$ cat src/rtl/scan_sig_pkg.sv
package scan_sig_pkg;

   typedef enum logic [1:0] {
      MODE_HOLD    = 2'b00,
      MODE_COMPACT = 2'b01,
      MODE_SELECT  = 2'b10
   } sig_mode_e;

   localparam logic [1:0] CMD_OTHER   = 2'b00;
   localparam logic [1:0] CMD_COMPACT = 2'b01;
   localparam logic [1:0] CMD_HOLD    = 2'b10;
   localparam logic [1:0] CMD_SELECT  = 2'b11;

   // Mode after Update-IR for a given command.
   function automatic sig_mode_e decode_mode(input sig_mode_e cur, input logic [1:0] cmd);
      sig_mode_e nxt;
      case (cmd)
         CMD_COMPACT: nxt = MODE_COMPACT;
         CMD_HOLD:    nxt = MODE_HOLD;
         CMD_SELECT:  nxt = MODE_SELECT;
         default:     nxt = (cur == MODE_SELECT) ? MODE_HOLD : cur;
      endcase
      return nxt;
   endfunction

endpackage

$ cat src/rtl/sig_mode_reg.sv
module sig_mode_reg
   import scan_sig_pkg::*;
(
   input  logic       tck,
   input  logic       trst_n,
   input  logic       ir_update,
   input  logic [1:0] ir_code,
   output sig_mode_e  mode_o
);

   sig_mode_e mode_q;

   always_ff @(posedge tck or negedge trst_n) begin
      if (!trst_n) begin
         mode_q <= MODE_HOLD;
      end else if (ir_update) begin
         mode_q <= decode_mode(mode_q, ir_code);
      end
   end

   assign mode_o = mode_q;

   // command ignored outside Update-IR
   p_mode_only_on_update_r9: assert property (@(posedge tck) disable iff (!trst_n)
      !ir_update |=> $stable(mode_q));

   // an unrelated instruction ends select mode
   p_select_exit_r2: assert property (@(posedge tck) disable iff (!trst_n)
      (ir_update && ir_code == CMD_OTHER && mode_q == MODE_SELECT) |=> (mode_q == MODE_HOLD));

endmodule

$ cat src/rtl/sig_lfsr_core.sv
module sig_lfsr_core
   import scan_sig_pkg::*;
#(
   parameter int          WIDTH = 16,
   parameter logic [WIDTH-1:0] POLY = 16'h8408
)(
   input  logic             tck,
   input  logic             trst_n,
   input  sig_mode_e        mode,
   input  logic             shift_dr,
   input  logic             tdi,
   input  logic             chain_in,
   output logic [WIDTH-1:0] sig_o
);

   if (WIDTH < 2) begin : g_bad_width
      $error("sig_lfsr_core: WIDTH must be at least 2");
   end
   if (POLY[WIDTH-1] != 1'b1) begin : g_bad_poly
      $error("sig_lfsr_core: POLY top bit must be set");
   end

   logic [WIDTH-1:0] sig_q;
   logic [WIDTH-1:0] comp_nxt;
   logic [WIDTH-1:0] sel_nxt;
   logic [WIDTH-1:0] sig_d;
   logic             fb;

   assign fb = sig_q[0] ^ chain_in;

   for (genvar i = 0; i < WIDTH; i++) begin : g_bit
      if (i == WIDTH - 1) begin : g_top
         assign comp_nxt[i] = POLY[i] & fb;
         assign sel_nxt[i]  = tdi;
      end else begin : g_mid
         assign comp_nxt[i] = sig_q[i+1] ^ (POLY[i] & fb);
         assign sel_nxt[i]  = sig_q[i+1];
      end
   end

   always_comb begin
      sig_d = sig_q;
      if (shift_dr) begin
         case (mode)
            MODE_COMPACT: sig_d = comp_nxt;
            MODE_SELECT:  sig_d = sel_nxt;
            default:      sig_d = sig_q;
         endcase
      end
   end

   always_ff @(posedge tck or negedge trst_n) begin
      if (!trst_n) sig_q <= '0;
      else         sig_q <= sig_d;
   end

   assign sig_o = sig_q;

   // hold mode keeps the signature
   p_hold_keeps_r8: assert property (@(posedge tck) disable iff (!trst_n)
      (mode == MODE_HOLD) |=> $stable(sig_q));

   // compaction only during Shift-DR
   p_compact_idle_r5: assert property (@(posedge tck) disable iff (!trst_n)
      (mode == MODE_COMPACT && !shift_dr) |=> $stable(sig_q));

   // select mode is a plain right shift fed by tdi
   p_select_shift_r6: assert property (@(posedge tck) disable iff (!trst_n)
      (mode == MODE_SELECT && shift_dr) |=>
         (sig_q[WIDTH-1] == $past(tdi) && sig_q[WIDTH-2:0] == $past(sig_q[WIDTH-1:1])));

endmodule

$ cat src/rtl/sig_tdo_stage.sv
module sig_tdo_stage (
   input  logic tck,
   input  logic trst_n,
   input  logic use_sig,
   input  logic sig_lsb,
   input  logic chain_in,
   output logic tdo
);

   logic tdo_q;

   always_ff @(negedge tck or negedge trst_n) begin
      if (!trst_n) tdo_q <= 1'b0;
      else         tdo_q <= use_sig ? sig_lsb : chain_in;
   end

   assign tdo = tdo_q;

   // output low while reset is held
   always_comb begin
      if (!trst_n) begin
         a_tdo_reset_r1: assert (tdo_q == 1'b0 || $isunknown(tdo_q));
      end
   end

endmodule

$ cat src/rtl/scan_sig_compactor.sv
module scan_sig_compactor
   import scan_sig_pkg::*;
#(
   parameter int          WIDTH = 16,
   parameter logic [WIDTH-1:0] POLY = 16'h8408
)(
   input  logic       tck,
   input  logic       trst_n,
   input  logic       ir_update,
   input  logic [1:0] ir_code,
   input  logic       shift_dr,
   input  logic       tdi,
   input  logic       chain_in,
   output logic       tdo
);

   sig_mode_e        mode;
   logic [WIDTH-1:0] sig;

   sig_mode_reg u_mode (
      .tck       (tck),
      .trst_n    (trst_n),
      .ir_update (ir_update),
      .ir_code   (ir_code),
      .mode_o    (mode)
   );

   sig_lfsr_core #(.WIDTH(WIDTH), .POLY(POLY)) u_core (
      .tck      (tck),
      .trst_n   (trst_n),
      .mode     (mode),
      .shift_dr (shift_dr),
      .tdi      (tdi),
      .chain_in (chain_in),
      .sig_o    (sig)
   );

   sig_tdo_stage u_out (
      .tck      (tck),
      .trst_n   (trst_n),
      .use_sig  (mode == MODE_SELECT),
      .sig_lsb  (sig[0]),
      .chain_in (chain_in),
      .tdo      (tdo)
   );

endmodule

$ cat config.mk
export PLATFORM = sky130hd
export DESIGN_NAME = scan_sig_compactor
export DESIGN_NICKNAME = d
export VERILOG_FILES = /design/src/rtl/scan_sig_pkg.sv /design/src/rtl/sig_mode_reg.sv /design/src/rtl/sig_lfsr_core.sv /design/src/rtl/sig_tdo_stage.sv /design/src/rtl/scan_sig_compactor.sv
export SDC_FILE = /design/constraint.sdc
export NUM_CORES = 1
export LEC_CHECK = 0
export BUFFER_PORTS_ARGS = -buffer_cell sky130_fd_sc_hd__buf_2
export CAP_MARGIN = 20
export CORE_AREA = 2 2 45 47
export DETAILED_ROUTE_END_ITERATION = 6
export DIE_AREA = 0 0 47 49
export GPL_TIMING_DRIVEN = 0
export PLACE_DENSITY = 0.76
export SYNTH_ARGS = -nofsm -noshare
export SYNTH_HDL_FRONTEND = slang
export SYNTH_SLANG_ARGS = --single-unit
$ cat constraint.sdc
create_clock -name tck -period 1.5 [get_ports tck]
set_input_delay 0.375 -clock tck [delete_from_list [all_inputs] [get_ports tck]]
set_output_delay 0.375 -clock tck [all_outputs]
set_load 0.01 [all_outputs]
== Word-level counts from Yosys, hierarchy flattened ==
Cells that the tools add are included.

* Input port bits: 8
* Register bits: 19
* Logic and storage cells: 19
* Output and inout bits: 1

* Reduce and logical (&&, ||, !) cells: 4
* Mux-type cells: 4
* Bitwise gates (word level): 3
* Eq/ne operators: 5

{| class="wikitable"
|+ Operator list
! operator !! number
|-
| 16-bit case mux with 2 select lines || 1
|-
| 2-bit equality test, second input constant || 3
|-
| 2-bit case mux with 3 select lines || 1
|-
| 2-bit by 1-bit equality test with 1-bit output, second input constant || 2
|-
| 2-bit AND reduction || 2
|-
| 4-bit nonzero test || 1
|-
| 1-bit XOR || 3
|-
| 2-bit 2-to-1 mux || 1
|-
| 2-bit nonzero test || 1
|-
| 1-bit 2-to-1 mux || 1
|}

== Logic depth before layout (Yosys ltp) ==
Gate-level depths: netlist of the first run.

* Word-level depth: 3
* Depth in mapped cells: 6
* Mapped depth without buffers: 5

== Cells and area by module ==
Synthesis of the first run repeated with hierarchy kept, for this count alone.

* Cells, all modules: 56
* Area, all modules: 802.0 sq um

{| class="wikitable"
|+ Modules (own cells, without submodules)
! module !! times used !! cells each !! area each (sq um) !! seq. area each (sq um)
|-
| sig_lfsr_core || 1 || 46 || 661.9 || 400.4
|-
| sig_mode_reg || 1 || 7 || 86.3 || 50.0
|-
| sig_tdo_stage || 1 || 2 || 40.0 || 25.0
|-
| scan_sig_compactor || 1 || 1 || 13.8 || 0.0
|}

==> results of run 1 <==
==> metrics by stage <==
step / utilization (%) / TNS (ns) / cells / setup WS (ns)
global placement: 50.61 / -0.6817 / 94 / -0.3933
floorplan: - / -0.3994 / 59 / -0.3622
detailed placement: 50.61 / -0.9416 / 94 / -0.4191
CTS: 53.53 / -0.8741 / 99 / -0.4332
global route: 53.87 / -0.8172 / 98 / -0.4784
finish: 53.87 / -0.7366 / 98 / -0.4273
==> placed cells by master (no fill, tap or decap) <==
master | Yosys | routed
o21ai_0 | 2 | 1
inv_2 | 0 | 1
nand2b_4 | 2 | 2
mux2_2 | 16 | 14
inv_1 | 2 | 1
ha_4 | 0 | 1
buf_6 | 3 | 2
nor3_1 | 2 | 2
ha_1 | 3 | 2
buf_12 | 0 | 1
o21a_1 | 2 | 2
clkbuf_1 | 0 | 1
dfrtp_1 | 18 | 18
o31a_1 | 2 | 2
xnor2_1 | 1 | 1
dfrtn_1 | 1 | 1
nand2_1 | 2 | 2
nand2b_1 | 2 | 2
a22o_1 | 1 | 1
o21ai_4 | 0 | 1
buf_2 | 0 | 8
mux2_4 | 0 | 2
clkbuf_4 | 0 | 3
==> layout make-up <==
| type | count | area (µm²) |
|---|---|---|
| multi-input combinational | 35 | 366.6 |
| fill | 169 | 849.6 |
| timing repair buffer | 10 | 71.32 |
| buffer | 1 | 11.26 |
| clock buffer | 4 | 26.28 |
| inverter | 2 | 7.507 |
| sequential | 19 | 475.5 |
| tap | 27 | 33.78 |
==> cells by family after synthesis <==
| family | count (synthesis) | synth area share, % |
|---|---|---|
| AND/OR/NAND/NOR | 8 | 6.755 |
| XOR/XNOR | 1 | 1.028 |
| flip-flops | 19 | 55.80 |
| AO/OA/AOI/OAI | 7 | 6.021 |
| adder cells (fa/ha/maj) | 3 | 4.406 |
| multiplexers | 16 | 21.15 |
| buffers and inverters | 5 | 4.846 |
==> per-layer routing <==
| layer | share of wire (%) | vias up | global-route usage, % |
|---|---|---|---|
| li1 | - | 232 | - |
| met2 | 51 | 12 | 20.09 |
| met5 | 0 | - | 0 |
| met4 | 0 | 0 | 1.389 |
| met3 | 3.8 | 0 | 5.556 |
| met1 | 45 | 240 | 15.37 |
==> what timing repair did <==
action	4_1_cts	5_1_grt
gates resized for setup	4	4
setup endpoints to repair	13	19
hold endpoints to repair	0	0
setup buffers	2	1
pin swaps	2	2
==> path summary, 6_finish.rpt <==
| kind | cells after the start | startpoint | endpoint |
|---|---|---|---|
| max | 1 | u_out.tdo | tdo |
| min | 1 | trst_n | u_core.sig_o[14] |
| max reg2reg | 2 | u_mode.mode_o[1] | u_out.tdo |
| min reg2reg | 1 | u_core.sig_o[5] | u_core.sig_o[5] |
| max in group asynchronous | 1 | trst_n | u_out.tdo |
| min in group tck | 2 | ir_update | u_mode.mode_o[1] |
==> state kept, by name (all words and copies together), names as in the netlist <==
signal         count
u_core.sig_o      16
u_mode.mode_o      2
u_out.tdo          1
==> synth_stat cells, types with 2 or more instances <==
| master | n | share of area [%] |
|---|---|---|
| buf_6 | 3 | 4.0 |
| dfrtp_1 | 18 | 53 |
| ha_1 | 3 | 4.4 |
| inv_1 | 2 | 0.88 |
| mux2_2 | 16 | 21 |
| nand2_1 | 2 | 0.88 |
| nand2b_1 | 2 | 1.5 |
| nand2b_4 | 2 | 3.2 |
| nor3_1 | 2 | 1.2 |
| o21a_1 | 2 | 1.8 |
| o21ai_0 | 2 | 1.2 |
| o31a_1 | 2 | 2.1 |
==> power by group <==
group          total [µW]  switching (µW)  internal (µW)
logic                 537             194            343
clock network         248             145            103
registers             865             120            746
total                1650             458           1190
==> flow_summary.yaml, run 1 <==
run_status:
  status: "complete, but fails checks"
  violations: "hold timing, setup timing"
yosys:
  synthCells: 59
  ys_ff_latch: 19
  seq_area_frac_synth_pct: 55.80
  ys.flop_type: "dfrtp_1"
  synth_nets: 70
  syn_area_um2: 852.1
  synth_warnings: 0
  synth.distinct_cells: 15
  syn_avg_cell_area_um2: 14.44
  async_flop_share_pct: 100.0
  synth-edff-count: 0
timing:
  skew_ns: 0.01018
  final.setup.worst_slack_ns: -0.4273
  finalSetupViolCount: 2
  holdWs_ns: -0.003524
  rsz0062_at_grt: "yes"
  drv_slew: 0
  slew_headroom_pct: 71.40
  hold_viol: 8
  worst_pin_slew_ns: 0.4259
setup_path:
  required_ns: 1.12
  critPathLaunchType: "flip-flop"
  reg2reg_slack_ns: -0.31
  crit_path_top_delay_cell: "dfrtn_1"
  max_stage_delay_ns: 0.39
  crit_path_end_kind: "output pin"
  criticalPathCategory: "flip-flop to output pin"
  critPathTopFamily: "flip-flops"
  worstPathArrival_ns: 1.55
  cp_cell_sequence: "buf_2"
  cp_max_fo: 1
  worst-path-buf-inv: 1
clock_tree:
  clock_latency_ns: 0.29
  cts_tree: "built"
  hold_buffers: 0
  htreeDepth: 1
  cts_root_buffer: "clkbuf_4"
  cts.sinks: 19
  cts_buffer_depth: 2
  numCtsBuffers: 3
  clkTransAtPathRegs_ns: 0.10
route:
  first_iter_violations: 5
  dr.pass1.iters: 4
  wirelength_mm: 1.267
  antenna_left: 0
  wl_per_cell_um: 12.93
  drc_errors: 0
  viasPerCell: 4.939
  dr_total_vias: 484
floorplanning:
  ios: 9
  core_um2: 1842
  die-area_um2: 2303
  placement_rows: 16
  start_util_pct: 46.26
  fp.dieW_um: 47
  die_y_um: 49
grt:
  overflow: 0
  grt_use_total_pct: 12.34
  grt_pass1_vias: 477
  grt_pass1_wl_mm: 2.028
  grt_max_degree: 20
  antenna_found_initial: 0
layout:
  syn_to_final_growth_pct: 16.45
  drive_gt1_share_pct: 49.30
  num_antenna_cells: 0
  nets: 83
  final_area_um2: 992.2
power_and_ir_drop:
  ir_worst_vdd_uv: 948.4
  power.density_nw_per_um2: 1664
  total_power_uw: 1651
  cellLeakagePower_uw: 0.0004451
place:
  portBuffers: 8
  dpl.hpwl_um: 886
  gp_congestion: 0.6968
  placed_cell_area_um2: 932.1
hold_path:
  min_path_type: "input port to async pin"
job:
  drv_cap: 0
(Power assumes the default switching activity.)
==> inputs of run 2 (changes only) <==
--- a/config.mk
+++ b/config.mk
@@ -14,2 +14,3 @@
 export PLACE_DENSITY = 0.76
+export SKIP_CTS_REPAIR_TIMING = 1
 export SYNTH_ARGS = -nofsm -noshare
==> constraint.sdc (replaced) <==
create_clock -name tck -period 1.5 [get_ports tck]
set_input_delay 0.3 -clock tck [delete_from_list [all_inputs] [get_ports tck]]
set_output_delay 0.3 -clock tck [all_outputs]
set_load 0.01 [all_outputs]
==> run 2 against run 1 <==
Compared with the run above: the flow finishes with violations (setup timing); die area stayed put; setup slack better by 0.027 ns; final area rose by 4.5%; critical endpoint is now u_out.tdo.
==> flow_summary.yaml, run 2 (synthesis results as in run 1) <==
setup_path:
  crit_path_end_kind: "flip-flop"
  worstPathArrival_ns: 1.29
  r2r-start: "u_mode.mode_o[1]"
  cp-startpoint: "u_mode.mode_o[1]"
  cp_max_fo: 3
  timing.rr.end: "u_out.tdo"
  required_ns: 0.89
  reg2reg_slack_ns: -0.40
  criticalPathCategory: "flip-flop to flip-flop"
  critPathLaunchType: "flip-flop"
  rr_worst_depth: 3
floorplanning:
  start_util_pct: 46.26
  die_y_um: 49
  die-area_um2: 2303
  core_um2: 1842
  ios: 9
  placement_rows: 16
  fp.dieW_um: 47
route:
  dr.pass1.iters: 3
  first_iter_violations: 6
  antenna_left: 0
  wirelength_mm: 1.372
  drc_errors: 0
  wl_per_cell_um: 13.19
  dr_total_vias: 502
  viasPerCell: 4.827
layout:
  largest_reg_flops: 16
  final_util_pct: 56.32
  syn_to_final_growth_pct: 21.73
  final_common_cell: "dfrtp_1"
  num_antenna_cells: 0
  finalNonFillerCells: 104
  nets: 89
  fill_cells: 156
  drive_gt1_share_pct: 50.65
  layout_common_cells: "dfrtp_1, mux2_2, buf_2, buf_4, clkbuf_4"
  regArea_um2: 475.5
  multi_input_area_um2: 355.3
place:
  place_ws_ns: -0.4191
  gp_congestion: 0.6968
  dpl.hpwl_um: 886
  post-place-cells: 94
  portBuffers: 8
clock_tree:
  cts.sinks: 19
  clkTransAtPathRegs_ns: 0.10
  cts_tree: "built"
  cts_buffer_depth: 2
  cts_root_buffer: "clkbuf_4"
  clock_latency_ns: 0.29
  numCtsBuffers: 3
  htreeDepth: 1
hold_path:
  hold_depth: 2
  min_path_type: "input port to flip-flop"
  whs_endpoint: "u_mode.mode_o[1]"
  hp-start: "ir_update"
grt:
  grt_max_degree: 20
  grt.busiest_layer: "met2"
  grt_use_total_pct: 11.32
  grt_use_met3_pct: 5.556
  met2_usage_pct: 16.67
  overflow: 0
  grt_pass1_wl_mm: 1.876
  antenna_found_initial: 0
  use_met1_pct: 15.61
  grt_pass1_vias: 455
power_and_ir_drop:
  ir_worst_vdd_uv: 1007
  cellLeakagePower_uw: 0.0004776
  power.density_nw_per_um2: 1644
timing:
  skew_ns: 0.006308
  final.setup.worst_slack_ns: -0.4004
  finalSetupViolCount: 2
  hold_viol: 0
  drv_slew: 0
  slew_headroom_pct: 70.31
  worst_pin_slew_ns: 0.4421
  holdWs_ns: 0.2648
  rsz0062_at_grt: "yes"
run_status:
  status: "complete, but fails checks"
  violations: "setup timing"
job:
  drv_cap: 0
[run 2: cell types whose count changed in the layout (fill, tap and decap cells not counted), sizes merged]
| cell | delta |
|---|---|
| dlygate4sd3 | +1 |
| clkbuf | +1 |
| buf | +4 |
[run 2: worst max-delay path by stage]
stage                 to  slack (ns)  cells past startpoint
6_report       u_out.tdo       -0.40                      3
5_1_grt        u_out.tdo       -0.42                      3
4_1_cts        u_out.tdo       -0.44                      4
3_5_place_dp   u_out.tdo       -0.42                      4
3_3_place_gp   u_out.tdo       -0.39                      4
2_1_floorplan  u_out.tdo       -0.36                      4
[run 2: power breakdown]
part	switching, µW	internal [µW]	leakage [µW]
combinational	205	380	0.000238
sequential	129	746	0.000225
clock	142	103	0.0000150
[run 2: per-layer routing]
layer | wire length (µm) | vias up
li1 | - | 243
met1 | 601 | 246
met2 | 690 | 11
met3 | 64 | 2
met4 | 17 | 0
met5 | 0 | -
[run 2: area by class of cell]
class                           instances  share of cell area, %
Multi-Input combinational cell         35                  34.26
Sequential cell                        19                  45.84
Clock buffer                            4                  2.533
Inverter                                2                 0.7238
Timing Repair Buffer                   15                  10.86
Buffer                                  2                  2.533
Tap cell                               27                  3.257
[run 2: stage by stage]
stage	total power (µW)	instance area (µm²)	TNS [ns]
after floorplan	1267	858.3	-0.3622
after global placement	1353	932.1	-0.6067
after detailed placement	1388	932.1	-0.8423
after CTS	1639	958.4	-1.359
after global routing	1829	1037	-0.8267
final	1705	1037	-0.7477
[run 2: critical path: stages, from the launching register on]
cell,delay [ns]
dfrtp_1,0.43
ha_4,0.17
buf_6,0.11
mux2_4,0.28
